## src/rtl/stk_pkg.sv

```systemverilog
`timescale 1ns/1ps
package stk_pkg;

    localparam int WORD_W  = 16;
    localparam int OP_W    = 3;
    localparam int INSTR_W = WORD_W + OP_W;

    typedef logic [WORD_W-1:0] word_t;

    typedef enum logic [OP_W-1:0] {
        OP_HALT  = 3'd0,
        OP_PUSHM = 3'd1,
        OP_PUSHL = 3'd2,
        OP_ADD   = 3'd3,
        OP_MUL   = 3'd4,
        OP_POPM  = 3'd5,
        OP_NOPA  = 3'd6,
        OP_NOPB  = 3'd7
    } opcode_e;

    typedef enum logic [2:0] {
        SC_IDLE,
        SC_PUSH,
        SC_POP,
        SC_COMBINE,
        SC_SPILL,
        SC_FILL
    } scmd_e;

    typedef enum logic [1:0] {
        ST_EXEC,
        ST_RDWAIT,
        ST_HALT
    } state_e;

    typedef struct packed {
        opcode_e op;
        word_t   imm;
        logic    is_push;
        logic    is_bin;
        logic    is_pop;
    } dec_t;

    function automatic word_t alu(opcode_e op, word_t lhs, word_t rhs);
        logic [2*WORD_W-1:0] prod;
        prod = lhs * rhs;
        if (op == OP_MUL) return prod[WORD_W-1:0];
        return lhs + rhs;
    endfunction

endpackage

```

## src/rtl/stk_decode.sv

```systemverilog
`timescale 1ns/1ps
module stk_decode
    import stk_pkg::*;
(
    input  logic [INSTR_W-1:0] instr,
    output dec_t               dec
);
    opcode_e op;

    assign op = opcode_e'(instr[INSTR_W-1 -: OP_W]);

    always_comb begin
        dec.op      = op;
        dec.imm     = instr[WORD_W-1:0];
        dec.is_push = (op == OP_PUSHM) || (op == OP_PUSHL);
        dec.is_bin  = (op == OP_ADD) || (op == OP_MUL);
        dec.is_pop  = (op == OP_POPM);
    end
endmodule

```

## src/rtl/stk_spill_mem.sv

```systemverilog
`timescale 1ns/1ps
module stk_spill_mem
    import stk_pkg::*;
#(
    parameter int DEPTH = 8,
    localparam int AW   = (DEPTH > 1) ? $clog2(DEPTH) : 1
) (
    input  logic          clk,
    input  logic          we,
    input  logic [AW-1:0] waddr,
    input  word_t         wdata,
    input  logic [AW-1:0] raddr,
    output word_t         rdata
);
    word_t store [DEPTH];

    always_ff @(posedge clk) begin
        if (we) store[waddr] <= wdata;
    end

    assign rdata = store[raddr];
endmodule

```

## src/rtl/stk_cache.sv

```systemverilog
`timescale 1ns/1ps
module stk_cache
    import stk_pkg::*;
#(
    parameter int CACHE_N = 4,
    parameter int SPILL_D = 8,
    localparam int CW  = $clog2(CACHE_N + 1),
    localparam int SW  = $clog2(SPILL_D + 1),
    localparam int SAW = (SPILL_D > 1) ? $clog2(SPILL_D) : 1,
    localparam int TW  = $clog2(CACHE_N + SPILL_D + 1)
) (
    input  logic    clk,
    input  logic    rst,
    input  scmd_e   cmd,
    input  word_t   push_val,
    input  opcode_e alu_op,
    output word_t   top_o,
    output logic [CW-1:0] cnt_o,
    output logic [TW-1:0] total_o
);
    logic [CW-1:0] cc;
    logic [SW-1:0] sc;
    logic [SW-1:0] sc_m1;
    word_t ent [CACHE_N];
    word_t top, sec, alu_res, fill_data;

    always_comb begin
        top = '0;
        sec = '0;
        for (int i = 0; i < CACHE_N; i++) begin
            if (int'(cc) == i + 1) top = ent[i];
            if (int'(cc) == i + 2) sec = ent[i];
        end
    end

    assign alu_res = alu(alu_op, sec, top);
    assign sc_m1   = sc - SW'(1);

    stk_spill_mem #(.DEPTH(SPILL_D)) u_spill (
        .clk   (clk),
        .we    (cmd == SC_SPILL),
        .waddr (sc[SAW-1:0]),
        .wdata (ent[0]),
        .raddr (sc_m1[SAW-1:0]),
        .rdata (fill_data)
    );

    for (genvar i = 0; i < CACHE_N; i++) begin : g_ent
        word_t q, from_above, from_below;
        if (i == CACHE_N - 1) begin : g_hi
            assign from_above = q;
        end else begin : g_mid
            assign from_above = ent[i+1];
        end
        if (i == 0) begin : g_lo
            assign from_below = fill_data;
        end else begin : g_up
            assign from_below = ent[i-1];
        end

        always_ff @(posedge clk) begin
            if (rst) begin
                q <= '0;
            end else begin
                case (cmd)
                    SC_PUSH:    if (int'(cc) == i)     q <= push_val;
                    SC_COMBINE: if (int'(cc) == i + 2) q <= alu_res;
                    SC_SPILL:   q <= from_above;
                    SC_FILL:    q <= from_below;
                    default:    ;
                endcase
            end
        end
        assign ent[i] = q;
    end

    always_ff @(posedge clk) begin
        if (rst) begin
            cc <= '0;
            sc <= '0;
        end else begin
            case (cmd)
                SC_PUSH:    cc <= cc + CW'(1);
                SC_POP:     cc <= cc - CW'(1);
                SC_COMBINE: cc <= cc - CW'(1);
                SC_SPILL: begin
                    cc <= cc - CW'(1);
                    sc <= sc + SW'(1);
                end
                SC_FILL: begin
                    cc <= cc + CW'(1);
                    sc <= sc - SW'(1);
                end
                default: ;
            endcase
        end
    end

    assign top_o   = top;
    assign cnt_o   = cc;
    assign total_o = TW'(cc) + TW'(sc);

    // a spill happens only from a full cache into a store with room
    a_r6_spill_when_full: assert property (@(posedge clk) disable iff (rst)
        (cmd == SC_SPILL) |-> (int'(cc) == CACHE_N) && (int'(sc) < SPILL_D));

    // a fill happens only when spilled entries exist and the cache has room
    a_r6_fill_has_source: assert property (@(posedge clk) disable iff (rst)
        (cmd == SC_FILL) |-> (sc != '0) && (int'(cc) < CACHE_N));

    // combining needs two cached operands
    a_r4_combine_two_cached: assert property (@(posedge clk) disable iff (rst)
        (cmd == SC_COMBINE) |-> (int'(cc) >= 2));
endmodule

```

## src/rtl/zstack_core.sv

```systemverilog
`timescale 1ns/1ps
module zstack_core
    import stk_pkg::*;
#(
    parameter int AW      = 8,
    parameter int PCW     = 8,
    parameter int CACHE_N = 4,
    parameter int SPILL_D = 8,
    localparam int CW  = $clog2(CACHE_N + 1),
    localparam int TW  = $clog2(CACHE_N + SPILL_D + 1),
    localparam int CAP = CACHE_N + SPILL_D
) (
    input  logic               clk,
    input  logic               rst,
    output logic [PCW-1:0]     pc_o,
    input  logic [INSTR_W-1:0] instr_i,
    output logic [AW-1:0]      dm_addr_o,
    output logic               dm_re_o,
    output logic               dm_we_o,
    output logic [WORD_W-1:0]  dm_wdata_o,
    input  logic [WORD_W-1:0]  dm_rdata_i,
    output logic               halt_o,
    output logic               ovf_o,
    output logic               unf_o
);
    state_e state, state_nx;
    logic [PCW-1:0] pc;
    logic ovf, unf, set_ovf, set_unf, pc_adv;
    dec_t dec;
    scmd_e cmd;
    word_t push_val, top;
    logic [CW-1:0] cc;
    logic [TW-1:0] total;

    stk_decode u_dec (
        .instr (instr_i),
        .dec   (dec)
    );

    stk_cache #(.CACHE_N(CACHE_N), .SPILL_D(SPILL_D)) u_cache (
        .clk      (clk),
        .rst      (rst),
        .cmd      (cmd),
        .push_val (push_val),
        .alu_op   (dec.op),
        .top_o    (top),
        .cnt_o    (cc),
        .total_o  (total)
    );

    always_comb begin
        state_nx = state;
        cmd      = SC_IDLE;
        push_val = dec.imm;
        pc_adv   = 1'b0;
        set_ovf  = 1'b0;
        set_unf  = 1'b0;
        dm_re_o  = 1'b0;
        dm_we_o  = 1'b0;
        unique case (state)
            ST_HALT: ;
            ST_RDWAIT: begin
                cmd      = SC_PUSH;
                push_val = dm_rdata_i;
                pc_adv   = 1'b1;
                state_nx = ST_EXEC;
            end
            default: begin
                if (dec.op == OP_HALT) begin
                    state_nx = ST_HALT;
                end else if (dec.is_push) begin
                    if (int'(total) == CAP) begin
                        set_ovf  = 1'b1;
                        state_nx = ST_HALT;
                    end else if (int'(cc) == CACHE_N) begin
                        cmd = SC_SPILL;
                    end else if (dec.op == OP_PUSHL) begin
                        cmd    = SC_PUSH;
                        pc_adv = 1'b1;
                    end else begin
                        dm_re_o  = 1'b1;
                        state_nx = ST_RDWAIT;
                    end
                end else if (dec.is_bin) begin
                    if (int'(total) < 2) begin
                        set_unf  = 1'b1;
                        state_nx = ST_HALT;
                    end else if (int'(cc) < 2) begin
                        cmd = SC_FILL;
                    end else begin
                        cmd    = SC_COMBINE;
                        pc_adv = 1'b1;
                    end
                end else if (dec.is_pop) begin
                    if (total == '0) begin
                        set_unf  = 1'b1;
                        state_nx = ST_HALT;
                    end else if (cc == '0) begin
                        cmd = SC_FILL;
                    end else begin
                        cmd     = SC_POP;
                        dm_we_o = 1'b1;
                        pc_adv  = 1'b1;
                    end
                end else begin
                    pc_adv = 1'b1;
                end
            end
        endcase
    end

    always_ff @(posedge clk) begin
        if (rst) begin
            state <= ST_EXEC;
            pc    <= '0;
            ovf   <= 1'b0;
            unf   <= 1'b0;
        end else begin
            state <= state_nx;
            if (pc_adv)  pc  <= pc + PCW'(1);
            if (set_ovf) ovf <= 1'b1;
            if (set_unf) unf <= 1'b1;
        end
    end

    assign pc_o       = pc;
    assign dm_addr_o  = dec.imm[AW-1:0];
    assign dm_wdata_o = top;
    assign halt_o     = (state == ST_HALT);
    assign ovf_o      = ovf;
    assign unf_o      = unf;

    // halt is final until reset, with a frozen program counter
    a_r9_halt_holds: assert property (@(posedge clk) disable iff (rst)
        halt_o |=> halt_o && $stable(pc_o));

    // no write while halted
    a_r9_no_write_halted: assert property (@(posedge clk) disable iff (rst)
        halt_o |-> !dm_we_o);

    // each write retires its instruction
    a_r5_write_advances: assert property (@(posedge clk) disable iff (rst)
        dm_we_o |=> pc_o == $past(pc_o) + PCW'(1));

    // a read is followed by a wait cycle with no new read and a held pc
    a_r3_read_wait: assert property (@(posedge clk) disable iff (rst)
        dm_re_o |=> !dm_re_o && $stable(pc_o));

    // underflow always comes with halt
    a_r7_unf_halts: assert property (@(posedge clk) disable iff (rst)
        $rose(unf_o) |-> halt_o && !ovf_o);

    // overflow only when the stack was at capacity
    a_r8_ovf_at_cap: assert property (@(posedge clk) disable iff (rst)
        $rose(ovf_o) |-> halt_o && (int'($past(total)) == CAP));
endmodule

```

## config.mk

```make
export PLATFORM = sky130hd
export DESIGN_NAME = zstack_core
export DESIGN_NICKNAME = d
export VERILOG_FILES = /design/src/rtl/stk_pkg.sv /design/src/rtl/stk_decode.sv /design/src/rtl/stk_spill_mem.sv /design/src/rtl/stk_cache.sv /design/src/rtl/zstack_core.sv
export SDC_FILE = /design/constraint.sdc
export NUM_CORES = 1
export LEC_CHECK = 0
export BUFFER_PORTS_ARGS = -buffer_cell sky130_fd_sc_hd__buf_2
export CAP_MARGIN = 20
export CORE_MARGIN = 5
export CORE_UTILIZATION = 60
export DETAILED_ROUTE_END_ITERATION = 7
export PLACE_DENSITY = 0.75
export SLEW_MARGIN = 20
export SYNTH_ARGS = -nofsm -noshare
export SYNTH_HDL_FRONTEND = slang
export SYNTH_SLANG_ARGS = --single-unit
```

## constraint.sdc

```tcl
create_clock -name clk -period 9.3 [get_ports clk]
set_input_delay 0 -clock clk [delete_from_list [all_inputs] [get_ports clk]]
set_output_delay 0 -clock clk [all_outputs]
set_load 0.05 [all_outputs]
```

==> flow_summary.ini, run 1 <==
[outcome]
status = finished, final reports clean

[critical_path]
cp-end-kind = flop
r2r_cells = 24
crit_family = adder cells
timing.rr.start = u_cache.cnt_o[1]
worstPathMaxFanout = 24
path_cells = buf_4 -> nor2b_1 -> a22oi_1 -> o21a_1 -> inv_1 -> ha_1 -> inv_1 -> fa_1 -> fa_1 -> inv_1 -> fa_1 -> fa_1 -> inv_1 -> fa_1 -> fa_1 -> xnor2_1 -> xnor2_1 -> xnor2_1 -> xnor2_1 -> xnor2_1 -> xnor3_1 -> xnor3_1 -> nand2_2 -> a41oi_2
worstPathArrival_ns = 8.00
cp_common_cell = fa_1
critical-path-max-stage-delay_ns = 0.70
path_class = flop to flop
rr_endpoint = u_cache.g_ent[0].from_above[15]
crit_slowest_cell = nor2b_1
path_buf_inv = 5
r2r_slack_ns = 1.65
worstPathRequired_ns = 9.65
critPathLaunchType = flop

[clock_tree]
cts_setup_buffers = 0
cts_buffers = 23
cts_root_buf = clkbuf_16
cts_resized = 0
clock_latency_ns = 0.50
clock-sinks = 211
path_clk_slew_ns = 0.06
cts_tree = done
clock_path_buffers = 3
h-tree-depth = 1

[floorplanning]
die_width_um = 170.5
start_util_pct = 61.18
num_rows = 58
dieArea_mm2 = 0.02906
core_mm2 = 0.02525
io_pins = 74
fp.dieH_um = 170.5

[timing]
setup_viol = 0
rsz0062_at_grt = no
finalCritPeriodShare_pct = 82.30
tightestPinTransition_ns = 1.036
fmax_ghz = 0.1306
fin_setup_tns_ns = 0
drv_slew = 0
slew_headroom_pct = 30.50
finClkSkew_ns = 0.01367
hold_viol = 0
fin_crit_ns = 7.654

[synth]
ys.flop_type = edfxtp_1
synth-xor-area-share_pct = 3.952
synth-edff-count = 128
synth_top_family_by_area = adder cells
async_reset_ff_share_pct = 0
synth_cell_type_count = 95
synth_compound_area_share_pct = 15.21
synthCells = 1464
syn_nets = 1657
synthSimpleGateAreaFrac_pct = 10.72
seq_area_frac_synth_pct = 35.63
syn_avg_cell_area_um2 = 10.55
synth.area.mux_share_pct = 10.68
synthAdderAreaFrac_pct = 16.62
ys_seq_elements = 211
synth_area_mm2 = 0.01545
yosys_warnings = 0

[layout]
final_common_cell = nor2_1
nets = 1694
final_cell_mix = 156 x nor2_1, 154 x inv_1, 128 x edfxtp_1
fin_util_pct = 66.66
syn_to_final_growth_pct = 8.956
antenna_cells = 0
drive_gt1_share_pct = 17.07

[min_path]
hold_class = primary input to flop
holdCritStartpoint = dm_rdata_i[13]
holdPathStages = 4
min_to = u_cache.g_ent[2].from_above[13]

[flow_run]
maxCapViolations = 0

[global_routing]
grt.total_usage_pct = 28.94
grt_pass1_vias = 11649
antenna_found_initial = 0
grt_max_degree = 72
grt_pass1_wl_mm = 66.03
grt_overflow = 0

[place]
dp_hpwl_mm = 30.13
portBuffers = 73
gp_congestion = 0.9629

[route]
wl_mm = 41.72
viasPerCell = 6.354
drtIter0Drc = 1161
dr.pass1.iters = 7
ant_nets = 0
drc = 0
post_drt_wl_per_cell_um = 22.59
num_vias = 11735

[power]
power.leakage_nw = 6.523
peakVddDrop_v = 0.0001502
power_density_mw_per_mm2 = 222.2
[tightest hold or removal path: stages]
cell and delay (ns):
buf_2 0.07, mux2_2 0.17, a22oi_1 0.07, a31oi_1 0.15
[cell families after synthesis]
family,after synthesis
AO/OA/AOI/OAI,309
flip-flops,211
XOR/XNOR,61
AND/OR/NAND/NOR,356
multiplexers,119
adder cells (fa/ha/maj),156
buffers and inverters,252
[routing by layer]
metal / global-route usage (%) / wire length, um / up-vias
met5: 0 / 0 / -
met4: 10.49 / 1600 / 0
met3: 3.229 / 2716 / 87
met2: 47.54 / 20110 / 479
met1: 40.12 / 17290 / 5835
li1: - / - / 5334
[how the worst max path moves through the flow]
stage | start | end | slack [ns] | depth (start not counted)
finish | u_cache.cnt_o[1] | u_cache.g_ent[0].from_above[15] | 1.65 | 24
global route | u_cache.cnt_o[1] | u_cache.g_ent[1].from_above[13] | 1.25 | 23
CTS | u_cache.cnt_o[1] | u_cache.g_ent[0].from_above[15] | 1.67 | 24
detailed placement | u_cache.cnt_o[1] | u_cache.g_ent[0].from_above[15] | 1.70 | 24
global placement | u_cache.cnt_o[2] | u_cache.g_ent[1].from_above[13] | 1.92 | 23
floorplan | u_cache.cnt_o[0] | u_cache.g_ent[0].from_above[15] | 2.66 | 24
[per-stage QoR]
| stage | cell area (um^2) | total power [mW] | setup slack (ns) | hold slack, ns | std cells |
|---|---|---|---|---|---|
| floorplan | 15450 | 2.395 | 2.656 | 0.1671 | 1464 |
| global placement | 15980 | 2.716 | 1.924 | 0.3004 | 1802 |
| detailed placement | 15980 | 2.760 | 1.704 | 0.3027 | 1802 |
| CTS | 16830 | 3.732 | 1.668 | 0.002849 | 1847 |
| global route | 16830 | 3.940 | 1.247 | 0.009550 | 1847 |
| finish | 16830 | 3.740 | 1.646 | 0.01150 | 1847 |
[flip-flops by register name (all words and copies together), names as in the netlist]
name                      cells
u_cache.u_spill.store       128
u_cache.g_ent.from_above     48
u_cache.g_ent.q              16
pc_o                          8
u_cache.sc                    4
u_cache.cnt_o                 3
state                         2
ovf_o                         1
unf_o                         1
[synthesized netlist by cell type (17+ instances only)]
cell type	count	area (um^2)
mux2_2	33	371.6
a211oi_1	35	262.8
nor3_1	19	95.09
xor2_1	17	148.9
buf_2	22	110.1
clkbuf_1	42	157.7
inv_1	154	578.1
a21oi_1	46	230.2
mux4_2	32	720.7
a221oi_1	36	315.3
xnor2_1	38	332.8
a22oi_1	34	255.2
a311oi_1	21	183.9
nand2_1	97	364.1
dfxtp_1	83	1662
mux2i_1	49	490.5
edfxtp_1	128	3844
ha_1	74	925.9
fa_1	82	1642
o21ai_0	35	175.2
nor2_1	156	585.6
[timing repair]
action,4_1_cts,5_1_grt
hold endpoints to repair,3,0
setup endpoints to repair,0,0
hold buffers,4,0
[cell type report]
| class | count | area [um^2] |
|---|---|---|
| Clock inverter | 10 | 165.2 |
| Clock buffer | 31 | 646.9 |
| Fill cell | 1974 | 8419 |
| Sequential cell | 211 | 5508 |
| Timing Repair Buffer | 102 | 593.1 |
| Inverter | 162 | 614.3 |
| Multi-Input combinational cell | 1001 | 8895 |
| Tap cell | 330 | 412.9 |
[report_power, final]
part / total, mW / internal, mW / switching [mW]
sequential: 1.33 / 1.13 / 0.198
combinational: 1.44 / 0.555 / 0.889
clock: 0.970 / 0.602 / 0.368
total: 3.74 / 2.29 / 1.45
Note: power is estimated with default switching activity, not from simulation.
==> inputs of run 2 (changes only) <==
- CORE_UTILIZATION: 60 -> 57
- clock period: 9.3 -> 6.6 ns (I/O delays scaled with it)
==> flow_summary.ini, run 2 (synthesized netlist as in run 1, its figures left out) <==
[route]
viasPerCell = 6.241
post_drt_wl_per_cell_um = 23.29
wl_mm = 45.23
ant_nets = 0
dr.pass1.iters = 5
num_vias = 12120
drc = 0
drtIter0Drc = 1290

[critical_path]
critical-path-max-stage-delay_ns = 0.55
crit_family = adder cells
r2r_slack_ns = 0.16
path_cells = buf_12 -> or4bb_1 -> o211a_4 -> inv_4 -> buf_4 -> nand2_1 -> fa_1 -> fa_1 -> inv_1 -> fa_1 -> fa_1 -> fa_1 -> inv_1 -> fa_1 -> inv_1 -> ha_1 -> or3_1 -> o21ai_2 -> a21oi_2 -> xnor3_1 -> nand2_2 -> a41oi_2
cp-end-kind = flop
path_class = flop to flop
cp_common_cell = fa_1
worstPathMaxFanout = 20
worstPathRequired_ns = 6.97
path_buf_inv = 6
rr_endpoint = u_cache.g_ent[1].from_above[15]
crit_slowest_cell = fa_1
r2r_cells = 22
timing.rr.start = u_cache.cnt_o[0]
worstPathArrival_ns = 6.81
critPathLaunchType = flop

[floorplanning]
io_pins = 74
core_mm2 = 0.02680
dieArea_mm2 = 0.03050
die_width_um = 174.6
num_rows = 60
start_util_pct = 57.65
fp.dieH_um = 174.6

[layout]
n_fill_cell = 2088
fin_util_pct = 65.83
largest_register = u_cache.u_spill.store
antenna_cells = 0
stdcell_count = 1942
largest_reg_flops = 128
final_common_cell = nor2_1
drive_gt1_share_pct = 22.80
final_cell_mix = 156 x nor2_1, 151 x inv_1, 128 x edfxtp_1
nets = 1780
syn_to_final_growth_pct = 14.18

[power]
power.leakage_nw = 6.916
power_density_mw_per_mm2 = 301.5
peakVddDrop_v = 0.0002286

[clock_tree]
clock_latency_ns = 0.51
h-tree-depth = 1
cts_tree = done
path_clk_slew_ns = 0.06
clock-sinks = 211
cts_root_buf = clkbuf_16
cts_buffers = 21
clock_path_buffers = 3

[timing]
drv_slew = 0
finClkSkew_ns = 0.009496
fmax_ghz = 0.1552
setup_slack_ns = 0.1568
slew_headroom_pct = 26.45
finalCritPeriodShare_pct = 97.62
fin_crit_ns = 6.443
setup_viol = 0
tightestPinTransition_ns = 1.103
hold_viol = 0

[place]
dp_hpwl_mm = 33.09
dpl.cell_count = 1882
portBuffers = 73
pre_cts_ws_ns = -0.003980
gp_congestion = 0.9861

[global_routing]
grt.total_usage_pct = 28.94
antenna_found_initial = 0
grt_max_degree = 67
grt_pass1_wl_mm = 69.05
grt_pass1_vias = 11947
grt_overflow = 0

[min_path]
hold_class = primary input to flop
min_to = u_cache.g_ent[2].from_above[6]
holdCritStartpoint = dm_rdata_i[6]
holdPathStages = 5

[flow_run]
maxCapViolations = 0

[outcome]
status = finished, final reports clean
## run 2: cell types whose count changed in the layout (fill, tap and decap cells not counted), moves of 4 or more
cell | before | now
ha_1 | 74 | 69
dlygate4sd3_1 | 4 | 10
buf_12 | 0 | 5
buf_6 | 0 | 6
fa_2 | 0 | 4
buf_4 | 25 | 94
fa_1 | 82 | 78
## run 2: metal layers
| layer | global-route usage (%) | routed length (um) | vias to the layer above | share of wire (%) |
|---|---|---|---|---|
| met5 | 0 | 0 | - | 0 |
| met1 | 38.56 | 18170 | 5941 | 40 |
| met3 | 3.894 | 3143 | 119 | 6.9 |
| met4 | 12.90 | 2334 | 0 | 5.2 |
| met2 | 47.63 | 21590 | 567 | 48 |
| li1 | - | - | 5493 | - |
## run 2: what timing repair did
| action | in CTS | in global routing |
|---|---|---|
| endpoints found under the setup margin | 4 | 25 |
| hold buffers | 10 | 0 |
| gates resized for setup | 1 | 41 |
| setup buffers | 0 | 11 |
| pin swaps | 0 | 13 |
| hold endpoints to repair | 19 | 0 |
| gates cloned | 0 | 2 |
## run 2: tightest hold or removal path: stages
cell and delay (ns):
buf_2 0.07, mux2i_1 0.13, inv_1 0.08, a221oi_1 0.07
a21oi_1 0.13
## run 2: worst max path at each step
stage                startpoint                               to  slack, ns  cells after the start
6_report       u_cache.cnt_o[0]  u_cache.g_ent[1].from_above[15]       0.16                     22
2_1_floorplan  u_cache.cnt_o[0]  u_cache.g_ent[0].from_above[15]       0.08                     24
5_1_grt        u_cache.cnt_o[0]  u_cache.g_ent[0].from_above[15]      -0.08                     23
4_1_cts        u_cache.cnt_o[1]  u_cache.g_ent[0].from_above[15]       0.06                     24
3_5_place_dp   u_cache.cnt_o[1]  u_cache.g_ent[0].from_above[15]     -0.004                     24
3_3_place_gp   u_cache.cnt_o[0]  u_cache.g_ent[1].from_above[13]       0.17                     25
## run 2: metrics by stage
step / hold WS, ns / cell area, um^2 / TNS [ns] / total power, mW
after floorplan: 0.1671 / 15450 / 0 / 3.375
after global placement: 0.3005 / 16560 / 0 / 3.999
after detailed placement: 0.3020 / 16560 / -0.004454 / 4.043
after CTS: 0.001903 / 17320 / 0 / 5.218
after global routing: 0.06618 / 17640 / -0.2960 / 5.573
final: 0.02632 / 17640 / 0 / 5.319
## run 2: area by class of cell
class / count / area (um^2) / share of cell area, %
Multi-Input combinational cell: 1001 / 9027 / 51.17
Sequential cell: 211 / 5514 / 31.26
Timing Repair Buffer: 190 / 1389 / 7.872
Inverter: 162 / 619.3 / 3.511
Clock buffer: 29 / 585.6 / 3.319
Tap cell: 341 / 426.7 / 2.418
Clock inverter: 8 / 80.08 / 0.4539
## run 2: report_power, final
part	leakage (nW)	switching, mW	total (mW)	internal, mW
combinational	4.74	1.41	2.36	0.951
sequential	1.85	0.205	1.80	1.59
clock	0.317	0.500	1.16	0.663
